### src/rtl/bres_pkg.sv
`timescale 1ns/1ps
package bres_pkg;
  localparam int unsigned HALF_W = 16;

  typedef enum logic {
    REG_SEL  = 1'b0,
    REG_RATE = 1'b1
  } bres_reg_e;

  typedef struct packed {
    logic [HALF_W-1:0] neg_term;
    logic [HALF_W-1:0] inc;
  } rate_word_t;
endpackage

### src/rtl/bres_ch_regs.sv
`timescale 1ns/1ps
module bres_ch_regs
  import bres_pkg::*;
#(
  parameter int unsigned W = HALF_W
) (
  input  logic           clk_i,
  input  logic           rst_ni,
  input  logic           we_i,
  input  logic           reg_i,
  input  logic [2*W-1:0] data_i,
  output logic           sel_o,
  output logic [W-1:0]   inc_o,
  output logic [W-1:0]   mod_o,
  output logic           clr_o
);
  logic         sel_q;
  logic [W-1:0] inc_q, neg_q;

  always_ff @(posedge clk_i or negedge rst_ni) begin
    if (!rst_ni) begin
      sel_q <= 1'b0;
      inc_q <= '0;
      neg_q <= '0;
    end else if (we_i) begin
      if (reg_i == REG_SEL) begin
        sel_q <= data_i[0];
      end else begin
        inc_q <= data_i[W-1:0];
        neg_q <= data_i[2*W-1:W];
      end
    end
  end

  // upper half carries inc - mod - 1, so mod = inc - n - 1
  assign mod_o = inc_q - neg_q - W'(1);
  assign inc_o = inc_q;
  assign sel_o = sel_q;
  assign clr_o = we_i;

  assert_sel_write_R2: assert property (@(posedge clk_i) disable iff (!rst_ni)
    $past(we_i && reg_i == REG_SEL) |-> sel_o == $past(data_i[0]));
endmodule

### src/rtl/bres_accum.sv
`timescale 1ns/1ps
module bres_accum #(
  parameter int unsigned W = 16
) (
  input  logic         clk_i,
  input  logic         rst_ni,
  input  logic         en_i,
  input  logic         clr_i,
  input  logic [W-1:0] inc_i,
  input  logic [W-1:0] mod_i,
  output logic         tick_o
);
  logic [W-1:0] acc_q;
  logic [W:0]   sum, diff;
  logic         hit;

  always_comb begin
    sum  = {1'b0, acc_q} + {1'b0, inc_i};
    diff = sum - {1'b0, mod_i};
    hit  = sum >= {1'b0, mod_i};
  end

  always_ff @(posedge clk_i or negedge rst_ni) begin
    if (!rst_ni) begin
      acc_q  <= '0;
      tick_o <= 1'b0;
    end else if (clr_i) begin
      acc_q  <= '0;
      tick_o <= 1'b0;
    end else if (en_i) begin
      acc_q  <= hit ? diff[W-1:0] : sum[W-1:0];
      tick_o <= hit;
    end else begin
      tick_o <= 1'b0;
    end
  end

  assert_tick_needs_pulse_R4: assert property (@(posedge clk_i) disable iff (!rst_ni)
    tick_o |-> ($past(en_i) && !$past(clr_i)));
  assert_clear_empties_R6: assert property (@(posedge clk_i) disable iff (!rst_ni)
    $past(clr_i) |-> (acc_q == '0 && !tick_o));
  assert_idle_holds_R7: assert property (@(posedge clk_i) disable iff (!rst_ni)
    (!$past(en_i) && !$past(clr_i)) |-> ($stable(acc_q) && !tick_o));
endmodule

### src/rtl/bres_sample_clk.sv
`timescale 1ns/1ps
module bres_sample_clk
  import bres_pkg::*;
#(
  parameter int unsigned NUM_CH = 2,
  parameter int unsigned W      = HALF_W,
  localparam int unsigned CH_W  = (NUM_CH > 1) ? $clog2(NUM_CH) : 1
) (
  input  logic              clk_i,
  input  logic              rst_ni,
  input  logic              m441_en_i,
  input  logic              m48_en_i,
  input  logic              wr_en_i,
  input  logic [CH_W-1:0]   wr_ch_i,
  input  logic              wr_reg_i,
  input  logic [2*W-1:0]    wr_data_i,
  output logic [NUM_CH-1:0] tick_o
);
  for (genvar g = 0; g < NUM_CH; g++) begin : g_ch
    logic         we, sel, clr, en;
    logic [W-1:0] inc, modv;

    assign we = wr_en_i && (wr_ch_i == CH_W'(g));
    assign en = sel ? m441_en_i : m48_en_i;

    bres_ch_regs #(.W(W)) u_regs (
      .clk_i  (clk_i),
      .rst_ni (rst_ni),
      .we_i   (we),
      .reg_i  (wr_reg_i),
      .data_i (wr_data_i),
      .sel_o  (sel),
      .inc_o  (inc),
      .mod_o  (modv),
      .clr_o  (clr)
    );

    bres_accum #(.W(W)) u_acc (
      .clk_i  (clk_i),
      .rst_ni (rst_ni),
      .en_i   (en),
      .clr_i  (clr),
      .inc_i  (inc),
      .mod_i  (modv),
      .tick_o (tick_o[g])
    );
  end
endmodule

### config.mk
export PLATFORM = sky130hd
export DESIGN_NAME = bres_sample_clk
export DESIGN_NICKNAME = d
export VERILOG_FILES = /design/src/rtl/bres_pkg.sv /design/src/rtl/bres_ch_regs.sv /design/src/rtl/bres_accum.sv /design/src/rtl/bres_sample_clk.sv
export SDC_FILE = /design/constraint.sdc
export NUM_CORES = 1
export LEC_CHECK = 0
export ABC_AREA = 1
export BUFFER_PORTS_ARGS = -buffer_cell sky130_fd_sc_hd__buf_2
export CAP_MARGIN = 20
export CORE_UTILIZATION = 69
export DETAILED_ROUTE_END_ITERATION = 8
export PLACE_DENSITY = 0.86
export SLEW_MARGIN = 20
export SYNTH_ARGS = -nofsm -noshare
export SYNTH_HDL_FRONTEND = slang
export SYNTH_SLANG_ARGS = --single-unit
### constraint.sdc
create_clock -name clk_i -period 5.1 [get_ports clk_i]
set_input_delay 0.765 -clock clk_i [delete_from_list [all_inputs] [get_ports clk_i]]
set_output_delay 0.765 -clock clk_i [all_outputs]
set_load 0.02 [all_outputs]
==> results of run 1 <==
## path summary, 6_finish.rpt
check                                    startpoint                  endpoint  slack [ns]  cells after the start
setup / recovery            g_ch[0].u_regs.neg_q[0]    g_ch[0].u_acc.acc_q[0]        1.18                     19
hold / removal                               rst_ni   g_ch[1].u_regs.neg_q[2]        0.44                      1
setup reg to reg            g_ch[0].u_regs.neg_q[0]    g_ch[0].u_acc.acc_q[0]        1.18                     19
hold reg to reg            g_ch[0].u_regs.neg_q[11]  g_ch[0].u_regs.neg_q[11]        0.49                      2
max in group asynchronous                    rst_ni   g_ch[0].u_regs.neg_q[6]        3.82                      2
min in group clk_i         g_ch[0].u_regs.neg_q[11]  g_ch[0].u_regs.neg_q[11]        0.49                      2
## cell usage after synthesis (all sizes together) (6+ instances only)
cell type    n  area share (%)
nand2      442              18
a21oi       73             4.0
nor3        14            0.79
clkbuf      14            0.55
nor2        72             3.2
buf         12             1.0
xor2        41             3.8
nand3b       7            0.55
nand3      144             9.5
nand4       32             2.1
fa           6             1.3
xnor2       17             1.6
dfrtp      100              26
inv        220             8.7
ha          94              12
o21ai       87             4.6
## metrics by stage
| step | hold slack (ns) | util [%] |
|---|---|---|
| detailed placement | 0.473 | 73.5 |
| CTS | 0.491 | 75.6 |
| global route | 0.495 | 75.7 |
| floorplan | 0.453 | - |
| global placement | 0.468 | 73.5 |
| finish | 0.440 | 75.7 |
## layout make-up
| type | instances | share of cell area, % |
|---|---|---|
| clock inverters | 6 | 0.543 |
| multi-input cells | 1054 | 60.0 |
| repair buffers | 42 | 2.18 |
| inverters | 221 | 8.21 |
| well taps | 176 | 2.17 |
| clock buffers | 9 | 2.22 |
| flip-flops and latches | 100 | 24.7 |
## per-layer routing
metal	up-vias	routed length (microns)
met1	4203	11700
met2	328	11200
met5	-	0
met3	49	1740
met4	0	656
li1	4575	-
## flip-flops by register name (all words and copies together) (netlist names)
name and flops:
g_ch.u_acc.acc_q 32, g_ch.u_acc.tick_o 2, g_ch.u_regs.inc_o 32, g_ch.u_regs.neg_q 32, g_ch.u_regs.sel_o 2
## critical path, delay by kind of cell, from the launching register on
kind            cells  cell delay, ns
compound gates      5            1.23
flops               1            0.39
simple gates        9            1.11
buf+inv             2            0.12
fa+ha+maj           3            0.93
## cells by family after synthesis
family | share of synthesized area (%)
and+or+nand+nor | 34.5
buffers and inverters | 10.3
AOI/OAI and AO/OA | 9.90
adders and majority gates | 13.6
DFF | 26.2
xor gates and xnor gates | 5.31
muxes | 0.236
## report_power, final
part	total (mW)	switching, mW	internal, mW
Combinational	5.77	3.76	2.01
Clock	0.680	0.342	0.339
Sequential	1.17	0.173	1.00
==> impl_results.md, run 1 <==
* Status: complete, no violations
* Syn nets at 1,540
* Post-Route Setup TNS at 0 ns
* Slowest stage cell on the critical path: fa_1
* WL final at 25.2 mm
* MaxCap Viol Count at 0
* Clock root buffer: clkbuf_16
* Most common cell after layout, fill and taps aside: nand2_1
* Most common flop cell mapped by yosys: dfrtp_1
* Nets at 1,567
* Diodes inserted at 0
* Commonest non-fill, non-tap cells in the layout: nand2_1 (431), inv_1 (212), nand3_1 (109), dfrtp_1 (100), ha_1 (94)
* Die Width at 120 microns
* FMAX at 255 MHz
* Area delta synth->final at 6.07%
* Die area at 14,300 sq um
* TritonCTS clock tree: built
* Post-synthesis register bit count at 100
* Clock skew at 0.00662 ns
* Filler cells at 1,117
* LEAKAGE at 5.84 nW
* Multi-input gate area at 6080 sq um
* Yosys Warn Count at 0
* Share of layout cells above drive strength 1 at 8.73%
* Global-route met3 utilization at 5.37%
* Mapped Avg Cell Area at 6.82 sq um
* GPL Wtd Cong at 0.979
* Post-synth EDFFs at 0
* Unrepaired setup endpoints after global routing: no
* Setup bufs post-CTS at 0
* PD cells at 752 nW/um^2
* Grt met2 use at 59.4%
* Sequential fraction of the synthesis area at 26.2%
* 1st-iter DRT viols at 684
* Setup WS pre-CTS at 1.24 ns
* Setup Crit Path Kind: reg -> reg
* Gr ovfl total at 0
* Worst Setup End Kind: flip-flop
* Worst setup margin at 1.18 ns
* Total power at 7.62 mW
* Count of final setup violators at 0
* Max Slew Vio Count at 0
* Worst-path clk slew at 0.08 ns
* Core area at 13,400 sq um
* Crit-path max cell delay at 0.41 ns
* Clock Sinks at 100
* Fin cells at 1,608
* Post-CTS Resized at 0
* Global-route wire length before repair at 41.5 mm
* Crit path max fanout at 14
* Final period util at 76.9%
* Register area at 2500 sq um
* Worst Max-Slew Pin Slew at 1.01 ns
* VDD IR max at 0.000534 V
* Min-Delay Path Class: in -> async
* Starting Density at 71.3%
* Initial antenna violation count at 0
* Mapped cell area at 9560 sq um
* Fin area at 10,100 sq um
* Distinct cells, synth at 46
* Met1 Track Usage GR at 50.9%
* IO Port Bufs at 40
* Worst-Skew Late Latency at 0.36 ns
* Fin crit period at 3.92 ns
* Critical Path Source Type: flip-flop
* GRT busiest layer: met2
* DRC Markers at 0
* Mapped Cells at 1,401
* Post-CTS Hold Buffers at 0
* DP Wirelength at 20.2 mm
* Async set-or-reset flop fraction in the synthesized netlist at 100%
* Vias post-DR at 9,155
* Placed Cells at 1,593
* Post-DR wirelength/cell at 15.7 microns
* Longest Clk Path Bufs at 2
* DR vias/cell at 5.69
* Placed instance area at 9850 sq um
* Largest net degree at the start of global routing at 80
* Antenna-violating nets left at 0
* Htree depth at 3
* FP Rows at 42
* IO Pins at 41
* WP data required at 5.34 ns
* Cells along the critical path: inv_1 -> ha_1 -> inv_1 -> fa_1 -> o21ai_1 -> a21oi_1 -> o21ai_1 -> nand2_1 -> nand3b_1 -> nand2_1 -> ha_1 -> a21oi_1 -> nand2_1 -> a21oi_1 -> nand2_2 -> nand2_4 -> nand3_4 -> nand3b_1 -> nand3_1
* Total CTS buffers at 9
* Pre-Repair DR Iteration Count at 7
* Vias in the first global route at 8,655
* Crit path DAT at 4.15 ns
* GRT Util Overall at 36.9%
* Rel. slew slack at 32.1%
* Final hold vios at 0
* Die Height at 120 microns
No activity file was read; power rests on OpenSTA's default activity.
==> run 2: changes to the inputs <==
--- a/config.mk
+++ b/config.mk
@@ -8,9 +8,9 @@
 export ABC_AREA = 1
 export BUFFER_PORTS_ARGS = -buffer_cell sky130_fd_sc_hd__buf_2
 export CAP_MARGIN = 20
-export CORE_UTILIZATION = 69
+export CORE_UTILIZATION = 58
 export DETAILED_ROUTE_END_ITERATION = 8
-export PLACE_DENSITY = 0.86
+export PLACE_DENSITY = 0.77
 export SLEW_MARGIN = 20
 export SYNTH_ARGS = -nofsm -noshare
 export SYNTH_HDL_FRONTEND = slang
==> constraint.sdc (replaced) <==
create_clock -name clk_i -period 3.22 [get_ports clk_i]
set_input_delay 0.483 -clock clk_i [delete_from_list [all_inputs] [get_ports clk_i]]
set_output_delay 0.483 -clock clk_i [all_outputs]
set_load 0.02 [all_outputs]
==> run 2 against run 1 <==
  * The run now ends with negative setup slack left
  * Critical path depth rose by 6
  * Maximum frequency is 16% higher
  * Worst hold slack worse by 0.32 ns
  * Clock skew is 0.0026 ns higher
  * First-iteration DRC count rose by 30%
  * Sequential share of layout area is 4.5 points lower
  * Via count is 11% higher
  * Final area is 22% higher
==> impl_results.md, run 2 (same netlist as run 1, synthesis figures left out) <==
* Slowest stage cell on the critical path: dfrtp_1
* Post-DR wirelength/cell at 16.7 microns
* Longest Clk Path Bufs at 2
* Clock Sinks at 100
* Count of final setup violators at 34
* Initial antenna violation count at 0
* Register area at 2500 sq um
* Vias post-DR at 10.2k
* Vias in the first global route at 9,377
* Worst Max-Slew Pin Slew at 1.04 ns
* Final hold vios at 0
* Fin util at 77.5%
* DP Wirelength at 21.6 mm
* Failing checks: negative setup slack
* GPL Wtd Cong at 0.964
* Worst flop-to-flop path startpoint: g_ch[1].u_regs.neg_q[0]
* Post-CTS Hold Buffers at 0
* Setup Crit Path Kind: reg -> reg
* Fin crit period at 3.39 ns
* Gr ovfl total at 0
* DRC Markers at 0
* Htree depth at 3
* Antenna-violating nets left at 0
* Worst Setup End Kind: flip-flop
* Worst setup margin at -0.167 ns
* Placed Cells at 1,760
* FMAX at 295 MHz
* GRT Util Overall at 34.5%
* Diodes inserted at 0
* DR vias/cell at 5.63
* Post-Route Setup TNS at -3.86 ns
* Fin cells at 1,808
* Top Family by Delay on Critical Path: simple AND/OR/NAND/NOR gates
* Filler cells at 1,186
* Largest net degree at the start of global routing at 65
* Worst path depth at 25
* Worst path bufs/invs at 7
* Clock skew at 0.00923 ns
* Status: complete, but fails checks
* Most common cell after layout, fill and taps aside: nand2_1
* Reg2reg end: g_ch[1].u_acc.acc_q[1]
* IO Pins at 41
* Starting Density at 59.7%
* Core area at 16,000 sq um
* WP data required at 3.47 ns
* Commonest non-fill, non-tap cells in the layout: nand2_1 (394), inv_1 (207), buf_4 (144), dfrtp_1 (100), nand3_1 (88)
* Worst-Skew Late Latency at 0.37 ns
* WL final at 30.2 mm
* 1st-iter DRT viols at 890
* IO Port Bufs at 40
* TritonCTS clock tree: built
* Worst reg2reg path depth at 25
* Crit path max fanout at 8
* Unrepaired setup endpoints after global routing: yes
* Worst-path clk slew at 0.08 ns
* Final hold slack at 0.116 ns
* Final period util at 105%
* Nets at 1,726
* MaxCap Viol Count at 0
* Die Width at 130 microns
* Share of layout cells above drive strength 1 at 26.9%
* Crit path DAT at 3.64 ns
* Total CTS buffers at 9
* Worst Setup EP: g_ch[1].u_acc.acc_q[1]
* Max Slew Vio Count at 0
* Die Height at 130 microns
* Multi-input gate area at 7030 sq um
* Rel. slew slack at 30.5%
* Critical Path Source: g_ch[1].u_regs.neg_q[0]
* Pre-Repair DR Iteration Count at 8
* Die area at 17,000 sq um
* Clock root buffer: clkbuf_16
* Crit-path max cell delay at 0.38 ns
* Critical Path Source Type: flip-flop
* Global-route wire length before repair at 45.4 mm
* Min-Delay Path Class: in -> async
* FP Rows at 46
* FF-to-FF setup slack at -0.17 ns
* Area delta synth->final at 29.8%
[run 2: cell type report]
type	instances	share of cell area [%]
clock buffers	9	1.82
clock inverters	7	0.524
inverters	221	6.75
multi-input cells	1057	56.6
flip-flops and latches	100	20.2
well taps	216	2.18
repair buffers	198	11.9
[run 2: worst min-delay path by stage]
stage / start / endpoint / slack, ns / cells past startpoint
after floorplan: rst_ni / g_ch[0].u_acc.acc_q[0] / 0.19 / 0
after global placement: g_ch[0].u_regs.neg_q[5] / g_ch[0].u_regs.neg_q[5] / 0.47 / 2
after detailed placement: g_ch[0].u_regs.neg_q[6] / g_ch[0].u_regs.neg_q[6] / 0.47 / 2
after CTS: rst_ni / g_ch[0].u_acc.acc_q[15] / 0.14 / 1
after global routing: rst_ni / g_ch[0].u_acc.acc_q[15] / 0.17 / 1
final: rst_ni / g_ch[0].u_acc.acc_q[15] / 0.12 / 1
[run 2: layer usage]
| layer | up-vias | track usage [%] | wire length (microns) |
|---|---|---|---|
| li1 | 4878 | - | - |
| met1 | 4784 | 45.5 | 13100 |
| met2 | 414 | 58.8 | 14400 |
| met3 | 102 | 3.95 | 1640 |
| met4 | 0 | 11.6 | 1010 |
| met5 | - | 0 | 0 |
[run 2: through the flow]
stage | instance area, sq um | setup slack (ns)
6_report | 12400 | -0.167
5_1_grt | 12400 | -0.304
3_3_place_gp | 10900 | -0.198
2_1_floorplan | 9560 | 0.0470
3_5_place_dp | 10900 | -0.259
4_1_cts | 11700 | -0.117
[run 2: repair_timing]
action                                  4_1_cts  5_1_grt
pin swaps                                    40       56
gates resized for setup                      85      107
endpoints found under the setup margin       34       34
cloned                                        2        1
buffers inserted                             17       12
[run 2: worst reg2reg max path, cell delays in order (launching register included)]
cell and delay, ns:
dfrtp_1 0.38, inv_1 0.07, ha_2 0.18, inv_2 0.04, fa_2 0.34, inv_2 0.07, nand3_2 0.07, nand2_4 0.11
a21oi_2 0.06, o21ai_1 0.13, buf_4 0.15, nand4_1 0.10, nand3_1 0.13, nand2_2 0.09, ha_4 0.31, buf_6 0.11
nand2_4 0.05, nor3_4 0.13, nand3_2 0.12, nand2_2 0.11, inv_4 0.06, nand2_4 0.09, nor2_8 0.06, buf_12 0.15
nand3_4 0.06, nand3_2 0.09
Power of run 2 is not shown: default switching activity piles up to over one toggle a cycle in this logic, so the estimate is an artifact.
